===== src/rtl/clut_pkg.sv =====
package clut_pkg;
  typedef enum logic [1:0] {
    TBL_RED   = 2'd0,
    TBL_GREEN = 2'd1,
    TBL_BLUE  = 2'd2,
    TBL_NONE  = 2'd3
  } tbl_id_e;
endpackage


===== src/rtl/clut_table_reg.sv =====
module clut_table_reg
  import clut_pkg::*;
#(
  parameter int      DATA_W = 32,
  parameter int      TBL_W  = 32,
  parameter tbl_id_e MY_ID  = TBL_RED
) (
  input  logic              clk,
  input  logic              rst,
  input  logic              wr_en,
  input  logic [1:0]        wr_sel,
  input  logic [DATA_W-1:0] wr_data,
  output logic [TBL_W-1:0]  tbl
);
  logic hit;
  assign hit = wr_en && (wr_sel == MY_ID);

  always_ff @(posedge clk) begin
    if (rst) tbl <= '0;
    else if (hit) tbl <= wr_data[TBL_W-1:0];
  end

  assert_table_load_R8: assert property (@(posedge clk) disable iff (rst)
    hit |=> tbl == $past(wr_data[TBL_W-1:0]));
  assert_table_keep_R8: assert property (@(posedge clk) disable iff (rst)
    !hit |=> $stable(tbl));
endmodule


===== src/rtl/clut_index_split.sv =====
module clut_index_split #(
  parameter int IDX_W  = 8,
  parameter int RG_SW  = 3,
  parameter int B_SW   = 2
) (
  input  logic             split_mode,
  input  logic [IDX_W-1:0] idx,
  output logic [IDX_W-1:0] sel_r,
  output logic [IDX_W-1:0] sel_g,
  output logic [IDX_W-1:0] sel_b
);
  localparam int G_LO = B_SW;
  localparam int R_LO = B_SW + RG_SW;

  always_comb begin
    if (split_mode) begin
      sel_r = IDX_W'(idx[R_LO +: RG_SW]);
      sel_g = IDX_W'(idx[G_LO +: RG_SW]);
      sel_b = IDX_W'(idx[0 +: B_SW]);
    end else begin
      sel_r = idx;
      sel_g = idx;
      sel_b = idx;
    end
  end
endmodule


===== src/rtl/clut_nibble_sel.sv =====
module clut_nibble_sel #(
  parameter int NIBS  = 8,
  parameter int NIB_W = 4,
  parameter int IDX_W = 8,
  parameter int CH_W  = 6
) (
  input  logic [NIBS*NIB_W-1:0] tbl,
  input  logic [IDX_W-1:0]      sel,
  output logic [CH_W-1:0]       level
);
  localparam int PAD = CH_W - NIB_W;
  logic [NIB_W-1:0] nib;

  always_comb begin
    nib = '0;
    for (int k = 0; k < NIBS; k++) begin
      if (sel == IDX_W'(k)) nib = tbl[k*NIB_W +: NIB_W];
    end
    level = {nib, {PAD{1'b0}}};
  end
endmodule


===== src/rtl/clut_mapper.sv =====
module clut_mapper
  import clut_pkg::*;
#(
  parameter int IDX_W   = 8,
  parameter int NIB_W   = 4,
  parameter int RG_NIBS = 8,
  parameter int B_NIBS  = 4,
  parameter int CH_W    = 6
) (
  input  logic                     clk,
  input  logic                     rst,
  input  logic                     wr_en,
  input  logic [1:0]               wr_sel,
  input  logic [RG_NIBS*NIB_W-1:0] wr_data,
  input  logic                     in_valid,
  input  logic                     map_mode,
  input  logic [IDX_W-1:0]         in_index,
  output logic                     out_valid,
  output logic [CH_W-1:0]          out_red,
  output logic [CH_W-1:0]          out_green,
  output logic [CH_W-1:0]          out_blue
);
  localparam int RG_TW = RG_NIBS * NIB_W;
  localparam int B_TW  = B_NIBS * NIB_W;
  localparam int RG_SW = $clog2(RG_NIBS);
  localparam int B_SW  = $clog2(B_NIBS);
  localparam int PAD   = CH_W - NIB_W;

  logic [RG_TW-1:0] tbl_r, tbl_g;
  logic [B_TW-1:0]  tbl_b;
  logic [IDX_W-1:0] sel_r, sel_g, sel_b;
  logic [CH_W-1:0]  lvl_r, lvl_g, lvl_b;

  clut_table_reg #(.DATA_W(RG_TW), .TBL_W(RG_TW), .MY_ID(TBL_RED)) u_tbl_r (
    .clk(clk), .rst(rst), .wr_en(wr_en), .wr_sel(wr_sel), .wr_data(wr_data), .tbl(tbl_r));
  clut_table_reg #(.DATA_W(RG_TW), .TBL_W(RG_TW), .MY_ID(TBL_GREEN)) u_tbl_g (
    .clk(clk), .rst(rst), .wr_en(wr_en), .wr_sel(wr_sel), .wr_data(wr_data), .tbl(tbl_g));
  clut_table_reg #(.DATA_W(RG_TW), .TBL_W(B_TW), .MY_ID(TBL_BLUE)) u_tbl_b (
    .clk(clk), .rst(rst), .wr_en(wr_en), .wr_sel(wr_sel), .wr_data(wr_data), .tbl(tbl_b));

  clut_index_split #(.IDX_W(IDX_W), .RG_SW(RG_SW), .B_SW(B_SW)) u_split (
    .split_mode(map_mode), .idx(in_index),
    .sel_r(sel_r), .sel_g(sel_g), .sel_b(sel_b));

  clut_nibble_sel #(.NIBS(RG_NIBS), .NIB_W(NIB_W), .IDX_W(IDX_W), .CH_W(CH_W)) u_sel_r (
    .tbl(tbl_r), .sel(sel_r), .level(lvl_r));
  clut_nibble_sel #(.NIBS(RG_NIBS), .NIB_W(NIB_W), .IDX_W(IDX_W), .CH_W(CH_W)) u_sel_g (
    .tbl(tbl_g), .sel(sel_g), .level(lvl_g));
  clut_nibble_sel #(.NIBS(B_NIBS), .NIB_W(NIB_W), .IDX_W(IDX_W), .CH_W(CH_W)) u_sel_b (
    .tbl(tbl_b), .sel(sel_b), .level(lvl_b));

  always_ff @(posedge clk) begin
    if (rst) begin
      out_valid <= 1'b0;
      out_red   <= '0;
      out_green <= '0;
      out_blue  <= '0;
    end else begin
      out_valid <= in_valid;
      if (in_valid) begin
        out_red   <= lvl_r;
        out_green <= lvl_g;
        out_blue  <= lvl_b;
      end
    end
  end

  assert_valid_follows_R7: assert property (@(posedge clk) disable iff (rst)
    in_valid |=> out_valid);
  assert_valid_idle_R7: assert property (@(posedge clk) disable iff (rst)
    !in_valid |=> !out_valid);
  assert_hold_idle_R7: assert property (@(posedge clk) disable iff (rst)
    !in_valid |=> ($stable(out_red) && $stable(out_green) && $stable(out_blue)));
  assert_low_bits_zero_R6: assert property (@(posedge clk) disable iff (rst)
    out_valid |-> (out_red[PAD-1:0] == '0 && out_green[PAD-1:0] == '0
                   && out_blue[PAD-1:0] == '0));
  assert_small_blue_zero_R5: assert property (@(posedge clk) disable iff (rst)
    (in_valid && !map_mode && in_index >= IDX_W'(B_NIBS)) |=> out_blue == '0);
  assert_small_rg_zero_R5: assert property (@(posedge clk) disable iff (rst)
    (in_valid && !map_mode && in_index >= IDX_W'(RG_NIBS)) |=>
      (out_red == '0 && out_green == '0));
endmodule


===== config.mk =====
export PLATFORM = sky130hd
export DESIGN_NAME = clut_mapper
export DESIGN_NICKNAME = d
export VERILOG_FILES = /design/src/rtl/clut_pkg.sv /design/src/rtl/clut_table_reg.sv /design/src/rtl/clut_index_split.sv /design/src/rtl/clut_nibble_sel.sv /design/src/rtl/clut_mapper.sv
export SDC_FILE = /design/constraint.sdc
export NUM_CORES = 1
export LEC_CHECK = 0
export CORE_AREA = 2 2 107 99
export DETAILED_ROUTE_END_ITERATION = 10
export DIE_AREA = 0 0 109 101
export PLACE_DENSITY_LB_ADDON = 0.15
export REMOVE_ABC_BUFFERS = 1
export SYNTH_ARGS = -nofsm -noshare
export SYNTH_HDL_FRONTEND = slang
export SYNTH_SLANG_ARGS = --single-unit

===== constraint.sdc =====
create_clock -name clk -period 2.35 [get_ports clk]
set_input_delay 0.47 -clock clk [delete_from_list [all_inputs] [get_ports clk]]
set_output_delay 0.47 -clock clk [all_outputs]
set_load 0.01 [all_outputs]

# Word-level counts from Yosys, hierarchy flattened
# Cells that the tools add are included.
word_totals:
  regBits: 93
  mem_bits_ro: 0
  latch_bits: 0
  word_cells: 56
  ramBits: 0
  input_bits: 47
  output_inout_bits: 19
  memories: 0
classes:
  reduce_logical: 7
  shift: 0
  addsub: 0
  multipliers: 0
  n_lt_le_gt_ge: 0
  n_bitwise: 0
  eq_ne: 19
  mux: 23
  n_div: 0
ops:
  columns: ["cell", "n"]
  rows:
  - ["two-way mux 4 bit", 20]
  - ["equality test 8 x 3 -> 1 bit (second input constant)", 8]
  - ["equality test 8 x 2 -> 1 bit (second input constant)", 6]
  - ["equality test 8 x 1 -> 1 bit (second input constant)", 3]
  - ["logical NOT 8 bit", 3]
  - ["two-way mux 8 bit", 3]
  - ["logical AND 1 bit", 3]
  - ["equality test 2 x 1 -> 1 bit (second input constant)", 1]
  - ["equality test 2 bit (second input constant)", 1]
  - ["logical NOT 2 bit", 1]

# Depth between registers and ports, before layout
# Gate-level depths: netlist (run 1).
logic_depth:
  depth_word: 10
  depth_mapped: 8
  ltp_nobuf: 5

# Modules after synthesis
# From an unflattened synthesis (run 1), not the netlist that was laid out.
unflattened:
  hier_cells: 534
  area_unflattened_um2: 5477.8
by_module_without_submodules:
  columns: ["module", "area_each_um2", "n_inst", "seq_area_each_um2", "cells_each"]
  rows:
  - ["clut_table_reg (u_tbl_r)", 1472.7, 1, 640.6, 140]
  - ["clut_table_reg (u_tbl_g)", 1468.9, 1, 640.6, 140]
  - ["clut_nibble_sel (u_sel_g ...)", 366.6, 2, 0.0, 43]
  - ["clut_table_reg (u_tbl_b)", 732.0, 1, 320.3, 70]
  - ["clut_mapper", 675.6, 1, 380.4, 60]
  - ["clut_index_split", 236.5, 1, 0.0, 25]
  - ["clut_nibble_sel (u_sel_b)", 158.9, 1, 0.0, 13]

# Worst setup path after synthesis (run 1)
# OpenSTA, ideal clock, no wires.
synth_path:
  path_kind: "input-to-reg"
  startpoint: "input map_mode"
  endpoint: "register out_red[3]"
  required_time_ns: 2.233
  slack_ns: 0.514
  setup_time_ns: 0.117
  stages: 6
  n_path_buf: 1
  arrival_time_ns: 1.719
  path_cell_list: "buf_6 > mux2i_1 > mux2_2 > o21ai_0 > o21ai_0 > a32o_1"
synth_between:
  elab_chain_cells: 10
  elab_cells_between_ends: 17
  cone_classes: "eq/ne: 7; mux: 9; reduce/logical: 1"
synth_rtl:
  columns: ["item", "line", "source"]
  rows:
  - ["start, declared", "clut_mapper.sv:16", "input logic map_mode,"]
  - ["two-way mux 8 bit *", "clut_index_split.sv:16", "if (split_mode) begin"]
  - ["logical NOT 8 bit", "clut_nibble_sel.sv:17", "if (sel == IDX_W'(k)) nib = tbl[k*NIB_W +: NIB_W];"]
  - ["two-way mux 4 bit (7 in a row)", "clut_nibble_sel.sv:17", null]
  - ["two-way mux 4 bit *", "clut_nibble_sel.sv:17", null]
  - ["end signal, assigned", "clut_mapper.sv:61", "out_red <= lvl_r;"]
  - ["end, declared", "clut_mapper.sv:19", "output logic [CH_W-1:0] out_red,"]
# Mark *: on every way between the ends. The rest lies on a longest branch, timed or not.
# A chain may end at the register's enable or synchronous reset.

# Worst setup path in the final report (run 1)
layout_path:
  startpoint: "input map_mode"
  endpoint: "register out_green[2]"
layout_between:
  elab_chain_cells: 10
  elab_cells_between_ends: 17
  cone_classes: "eq/ne: 7; mux: 9; reduce/logical: 1"
layout_rtl:
  columns: ["item", "line", "source"]
  rows:
  - ["two-way mux 8 bit *", "clut_index_split.sv:16", null]
  - ["logical NOT 8 bit", "clut_nibble_sel.sv:17", null]
  - ["two-way mux 4 bit (7 in a row)", "clut_nibble_sel.sv:17", null]
  - ["two-way mux 4 bit *", "clut_nibble_sel.sv:17", null]
  - ["end signal, assigned", "clut_mapper.sv:62", "out_green <= lvl_g;"]
  - ["end, declared", "clut_mapper.sv:20", "output logic [CH_W-1:0] out_green,"]
# Marked as above.

==> results of run 1 <==
cell families (layout without fill, tap and decap cells):
family / Yosys count / count (layout) / synth area share (%)
DFF: 93 / 93 / 42.5
other: 1 / 6 / 0.0857
AOI/OAI and AO/OA: 165 / 165 / 22.2
and+or+nand+nor: 235 / 235 / 23.0
muxes: 23 / 23 / 6.58
buffers and inverters: 49 / 124 / 5.52
worst max-delay path: stages:
cell	delay, ns
clkdlybuf4s50_1	0.60
buf_4	0.23
mux2_2	0.44
mux2i_1	0.21
o211ai_1	0.10
a221oi_1	0.24
a22oi_1	0.10
power by group:
part,switching [mW],internal (mW),total (mW)
clock,0.565,0.681,1.25
combinational,0.265,0.229,0.495
sequential,0.0329,1.62,1.66
total,0.863,2.54,3.40
layout make-up:
class,count,area [um^2],share of cell area [%]
repair buffers,104,948,17.2
clock buffers,12,165,2.99
multi-input cells,429,2300,41.6
well taps,129,161,2.92
inverters,5,18.8,0.340
clock inverters,3,67.6,1.22
flip-flops and latches,93,1860,33.7
registers in the layout, summed over array words and instances, names as in the netlist:
name         flops
u_tbl_r.tbl     32
u_tbl_b.tbl     16
out_green        4
u_tbl_g.tbl     32
out_blue         4
out_valid        1
out_red          4
cell usage after synthesis (3+ instances only):
cell	n	area share [%]
a31oi_1	5	0.71
o21a_1	3	0.51
nand3_1	8	0.91
a221oi_1	5	1.0
o22ai_1	5	0.71
o211ai_1	6	1.0
a32o_1	4	0.91
nor2_1	8	0.69
dfxtp_1	93	43
a22oi_1	6	1.0
mux4_2	4	2.1
nand2_1	182	16
clkbuf_1	29	2.5
buf_6	3	0.77
o21ai_0	26	3.0
a21oi_1	94	11
buf_2	4	0.46
inv_1	5	0.43
buf_4	8	1.4
mux2_2	6	1.5
nor3_1	13	1.5
nand2b_1	7	1.0
mux2i_1	13	3.0
through the flow:
step                      util, %  power [mW]  setup TNS (ns)  setup slack (ns)  cells
after floorplan                 -        1.89           -6.81            -0.213    527
after global placement       53.2        2.18          -0.577            -0.126    760
after detailed placement     53.2        2.19          -0.751            -0.146    760
after CTS                    55.5        3.41               0             0.253    775
after global routing         55.5        3.54               0             0.107    775
final                        55.5        3.40               0             0.204    775
per-layer routing:
metal | routed length [um] | GRT usage, % | up-vias
met1 | 6410 | 34.9 | 1970
met5 | 0 | 0 | -
met3 | 593 | 5.43 | 23
met4 | 227 | 8.19 | 0
li1 | - | - | 2096
met2 | 5680 | 37.6 | 101
worst paths after layout:
path	startpoint	to	slack (ns)	cells past startpoint
setup / recovery	map_mode	out_green[2]$_SDFFE_PP0P_	0.20	7
hold / removal	u_tbl_b.tbl[12]$_SDFFE_PP0P_	u_tbl_b.tbl[12]$_SDFFE_PP0P_	0.46	2
setup reg to reg	u_tbl_r.tbl[11]$_SDFFE_PP0P_	out_red[5]$_SDFFE_PP0P_	1.05	5
hold reg to reg	u_tbl_b.tbl[12]$_SDFFE_PP0P_	u_tbl_b.tbl[12]$_SDFFE_PP0P_	0.46	2
==> flow_summary.yaml, run 1 <==
drt:
  detail-route-antenna-nets: 0
  drtIter0Drc: 284
  routed_wl_um: 12900
  wire_per_inst_um: 16.7
  first_pass_iters: 5
  drc: 0
  via_count: 4190
  vias_per_cell: 5.41
synthesis:
  synth_cells: 566
  synth-edff-count: 0
  synth_cell_type_count: 49
  synthArstFlopShare_pct: 0
  syn_avg_cell_area_um2: 7.73
  ys_seq_area_share_pct: 42.5
  ys_ff_latch: 93
  syn_area_um2: 4380
  yosys_warnings: 0
  ys.flop_type: "dfxtp_1"
cells_and_area:
  fin_area_um2: 5520
  final_common_cell: "nand2_1"
  final_nets: 689
  n_antenna_cell: 0
  most-common-layout-cells: "182 x nand2_1, 94 x a21oi_1, 93 x dfxtp_1"
  fillers: 971
  drive_gt1_share_pct: 12.7
  syn_to_final_growth_pct: 26.1
floorplanning:
  num_io_pins: 66
  initial_core_util_pct: 44.0
  rows: 35
  die-area_um2: 11000
  die_y_um: 101
  fp.coreArea_um2: 9940
  die_x_um: 109
timing:
  setup_violations: 0
  timing.fmax_mhz: 466
  layout_min_cycle_time_ns: 2.15
  hold_ws_ns: 0.457
  slew_violations: 0
  rsz0062_at_grt: "no"
  fin_crit_sh_pct: 91.3
  fin_skew_ns: 0.00641
  hold_viol: 0
pwr:
  power_density_nw_per_um2: 616
  power.leakage_nw: 1.95
  irDropWorstVdd_uv: 382
clocking:
  clock_latency_ns: 0.37
  cts.path.max_buffers: 2
  cts_buffers: 9
  clock-sinks: 93
  clkTransAtPathRegs_ns: 0.09
  cts_max_level: 3
  cts_resized: 0
  tritoncts: "done"
  cts_setup_buffers: 0
  cts-root-buf: "clkbuf_8"
  cts_hold_buf: 0
grt:
  grtUsageTotal_pct: 24.8
  grt_antenna_before_repair: 0
  grt_pass1_vias: 3956
  grt-ovfl-total: 0
  grt_pass1_wl_um: 20500
  grt_max_degree: 85
critical_path:
  crit_required_ns: 2.60
  arrival_ns: 2.39
  critPathMaxFanout: 10
  start_kind: "input port"
  critPathKind: "input port to flop"
  critPathCaptureType: "flop"
worst_hold_path:
  hp-class: "flop to flop"
place:
  port_buffers: 59
  postPlaceCellArea_um2: 5290
  gp_congestion: 0.903
  hpwl_um: 9630
run:
  maxCapViolCount: 0
run_status:
  outcome: "complete, no violations"
(Power assumes the default switching activity.)
==> run 2: changes to the inputs <==
SETUP_SLACK_MARGIN = 0.02   (was unset)
==> results of run 2 <==
No change in the layout: final DEF, timing and power equal those of run 1.
==> run 3: changes to the inputs <==
ABC_AREA = 1   (was unset)
CORE_AREA = 2 2 105 97   (was 2 2 107 99)
DIE_AREA = 0 0 107 99   (was 0 0 109 101)
==> run 3 against run 2 <==
Against the previous run:
- via count is 2.8% lower
- largest cell class unchanged
- final cell count is 1.9% higher
- sequential power hardly changed
- total power is 5.3% lower
- highest routed layer unchanged
- hold slack better by 0.0054 ns
==> flow_summary.yaml, run 3 <==
timing:
  slew_violations: 0
  fin_skew_ns: 0.00973
  hold_ws_ns: 0.462
  rsz0062_at_grt: "no"
  fin_crit_sh_pct: 83.9
  worst_slew_pin_slew_ns: 0.637
  layout_min_cycle_time_ns: 1.97
  slew_headroom_pct: 57.2
  hold_viol: 0
  timing.fmax_mhz: 507
  setup_violations: 0
pwr:
  power.leakage_nw: 2.10
  power_density_nw_per_um2: 627
  total_power_mw: 3.22
  irDropWorstVdd_uv: 298
place:
  gp_congestion: 0.942
  hpwl_um: 8710
  port_buffers: 59
floorplanning:
  die_x_um: 107
  initial_core_util_pct: 44.2
  num_io_pins: 66
  die_y_um: 99
  fp.coreArea_um2: 9490
  die-area_um2: 10600
  rows: 34
clocking:
  clock-sinks: 93
  clkTransAtPathRegs_ns: 0.09
  cts_resized: 0
  cts_buffers: 9
  cts-root-buf: "clkbuf_8"
  cts_hold_buf: 0
  clock_latency_ns: 0.36
  cts.path.max_buffers: 2
  tritoncts: "done"
  cts_max_level: 3
  cts_setup_buffers: 0
drt:
  vias_per_cell: 5.15
  first_pass_iters: 5
  wire_per_inst_um: 14.9
  drtIter0Drc: 230
  detail-route-antenna-nets: 0
  routed_wl_um: 11800
  via_count: 4071
  drc: 0
critical_path:
  critPathKind: "input port to flop"
  r2r_slack_ns: 1.33
  crit_required_ns: 2.65
  critPathMaxFanout: 5
  critPathMaxStageDelay_ns: 0.63
  critPathCaptureType: "flop"
  path_common_cell: "nor2_1"
  r2r-end: "out_green[4]$_SDFFE_PP0P_"
  crit_path_cell_trace: "clkdlybuf4s50_1 -> inv_2 -> nor2_1 -> nor2_1 -> nor2_2 -> nand2_1 -> nor2_1 -> nand2_1 -> nand3_1 -> nor2_1 -> nand4_1 -> nand2_1 -> a21oi_1"
  start_kind: "input port"
  rr_startpoint: "u_tbl_g.tbl[2]$_SDFFE_PP0P_"
  critPathTopFamily: "simple AND/OR/NAND/NOR gates"
  reg2reg_depth: 8
  crit_slowest_cell: "clkdlybuf4s50_1"
  path_buf_inv: 2
  arrival_ns: 2.27
worst_hold_path:
  hp-class: "flop to flop"
  hp-start: "u_tbl_r.tbl[14]$_SDFFE_PP0P_"
  min_path_cells: 2
  min_to: "u_tbl_r.tbl[14]$_SDFFE_PP0P_"
grt:
  grt_max_degree: 85
  grt_antenna_before_repair: 0
  grtUsageTotal_pct: 23.6
  grt_pass1_wl_um: 19500
  grt-ovfl-total: 0
  grt_pass1_vias: 3878
cells_and_area:
  regArea_um2: 1860
  drive_gt1_share_pct: 10.1
  n_antenna_cell: 0
  final_common_cell: "nor2_1"
  fillers: 966
  most-common-layout-cells: "169 x nor2_1, 93 x o21ai_0, 93 x dfxtp_1"
  reg_top3: "u_tbl_g.tbl (32), u_tbl_r.tbl (32), u_tbl_b.tbl (16)"
  syn_to_final_growth_pct: 22.2
  multi_input_area_um2: 2020
  final_util_pct: 54.1
  final_nets: 706
synthesis:
  synth-edff-count: 0
  synthArstFlopShare_pct: 0
  yosys_warnings: 0
  synth_cells: 601
  synth.most_common_cell: "nor2_1"
  syn_area_um2: 4200
  synth.top_cell.area_share_pct: 44.4
  synthTopCellsByArea: "dfxtp_1 44%, nor2_1 15%, o21ai_0 11%"
  ys.flop_type: "dfxtp_1"
  ys_ff_latch: 93
  syn_avg_cell_area_um2: 6.98
  ys_seq_area_share_pct: 44.4
  synth_commonest_cells: "169 x nor2_1, 93 x dfxtp_1, 93 x o21ai_0, 73 x nand2_1, 28 x inv_1"
  synth_top_cell_by_area: "dfxtp_1"
  synth_cell_type_count: 28
run:
  maxCapViolCount: 0
run_status:
  outcome: "complete, no violations"
## run 3: cell types whose count changed after synthesis, sizes merged, moves of 23 or more
| cell | delta |
|---|---|
| nor2 | +168 |
| nand2 | -98 |
| a21oi | -74 |
| o21ai | +70 |
| inv | +34 |
| nand4 | +23 |
## run 3: metal layers
metal	vias up	track usage, %	part of all wire (%)
li1	2068	-	-
met1	1883	33.9	50
met2	109	36.7	44
met3	11	4.96	5.2
met4	0	4.60	1.1
met5	-	0	0
## run 3: kinds of logic after synthesis
logic type	share of synthesized area (%)
compound gates	16.4
other cells	0.0893
simple gates	31.3
buf+inv	7.90
flops	44.4
## run 3: area by class of cell
type,count,area share [%]
Multi-Input combinational cell,437,39.4
Clock buffer,10,2.49
Sequential cell,93,36.3
Inverter,41,3.10
Timing Repair Buffer,77,14.4
Tap cell,126,3.07
Clock inverter,6,1.24
## run 3: stage by stage
stage | setup slack [ns] | std cells | area, um^2 | setup TNS, ns
detailed placement | 0.00627 | 774 | 4940 | 0
global route | 0.194 | 790 | 5130 | 0
floorplan | -0.261 | 571 | 4040 | -4.94
global placement | 0.0264 | 774 | 4940 | 0
finish | 0.379 | 790 | 5130 | 0
CTS | 0.380 | 790 | 5130 | 0
## run 3: where the power goes
part / internal [mW] / switching (mW) / total (mW)
clock: 0.490 / 0.569 / 1.06
combinational: 0.189 / 0.276 / 0.465
sequential: 1.65 / 0.0392 / 1.69
## run 3: how the worst max path moves through the flow
stage | from | endpoint | slack [ns] | depth (start not counted)
after detailed placement | in_index[0] | out_green[2]$_SDFFE_PP0P_ | 0.006 | 13
after global routing | in_index[0] | out_green[2]$_SDFFE_PP0P_ | 0.19 | 13
final | in_index[0] | out_green[5]$_SDFFE_PP0P_ | 0.38 | 13
after global placement | in_index[0] | out_green[2]$_SDFFE_PP0P_ | 0.03 | 13
after floorplan | wr_en | u_tbl_g.tbl[10]$_SDFFE_PP0P_ | -0.26 | 5
after CTS | in_index[0] | out_green[2]$_SDFFE_PP0P_ | 0.38 | 13
## run 3: worst min-delay path: stages (launching register included)
cell and delay, ns:
dfxtp_1 0.31, inv_1 0.06, a21oi_1 0.06
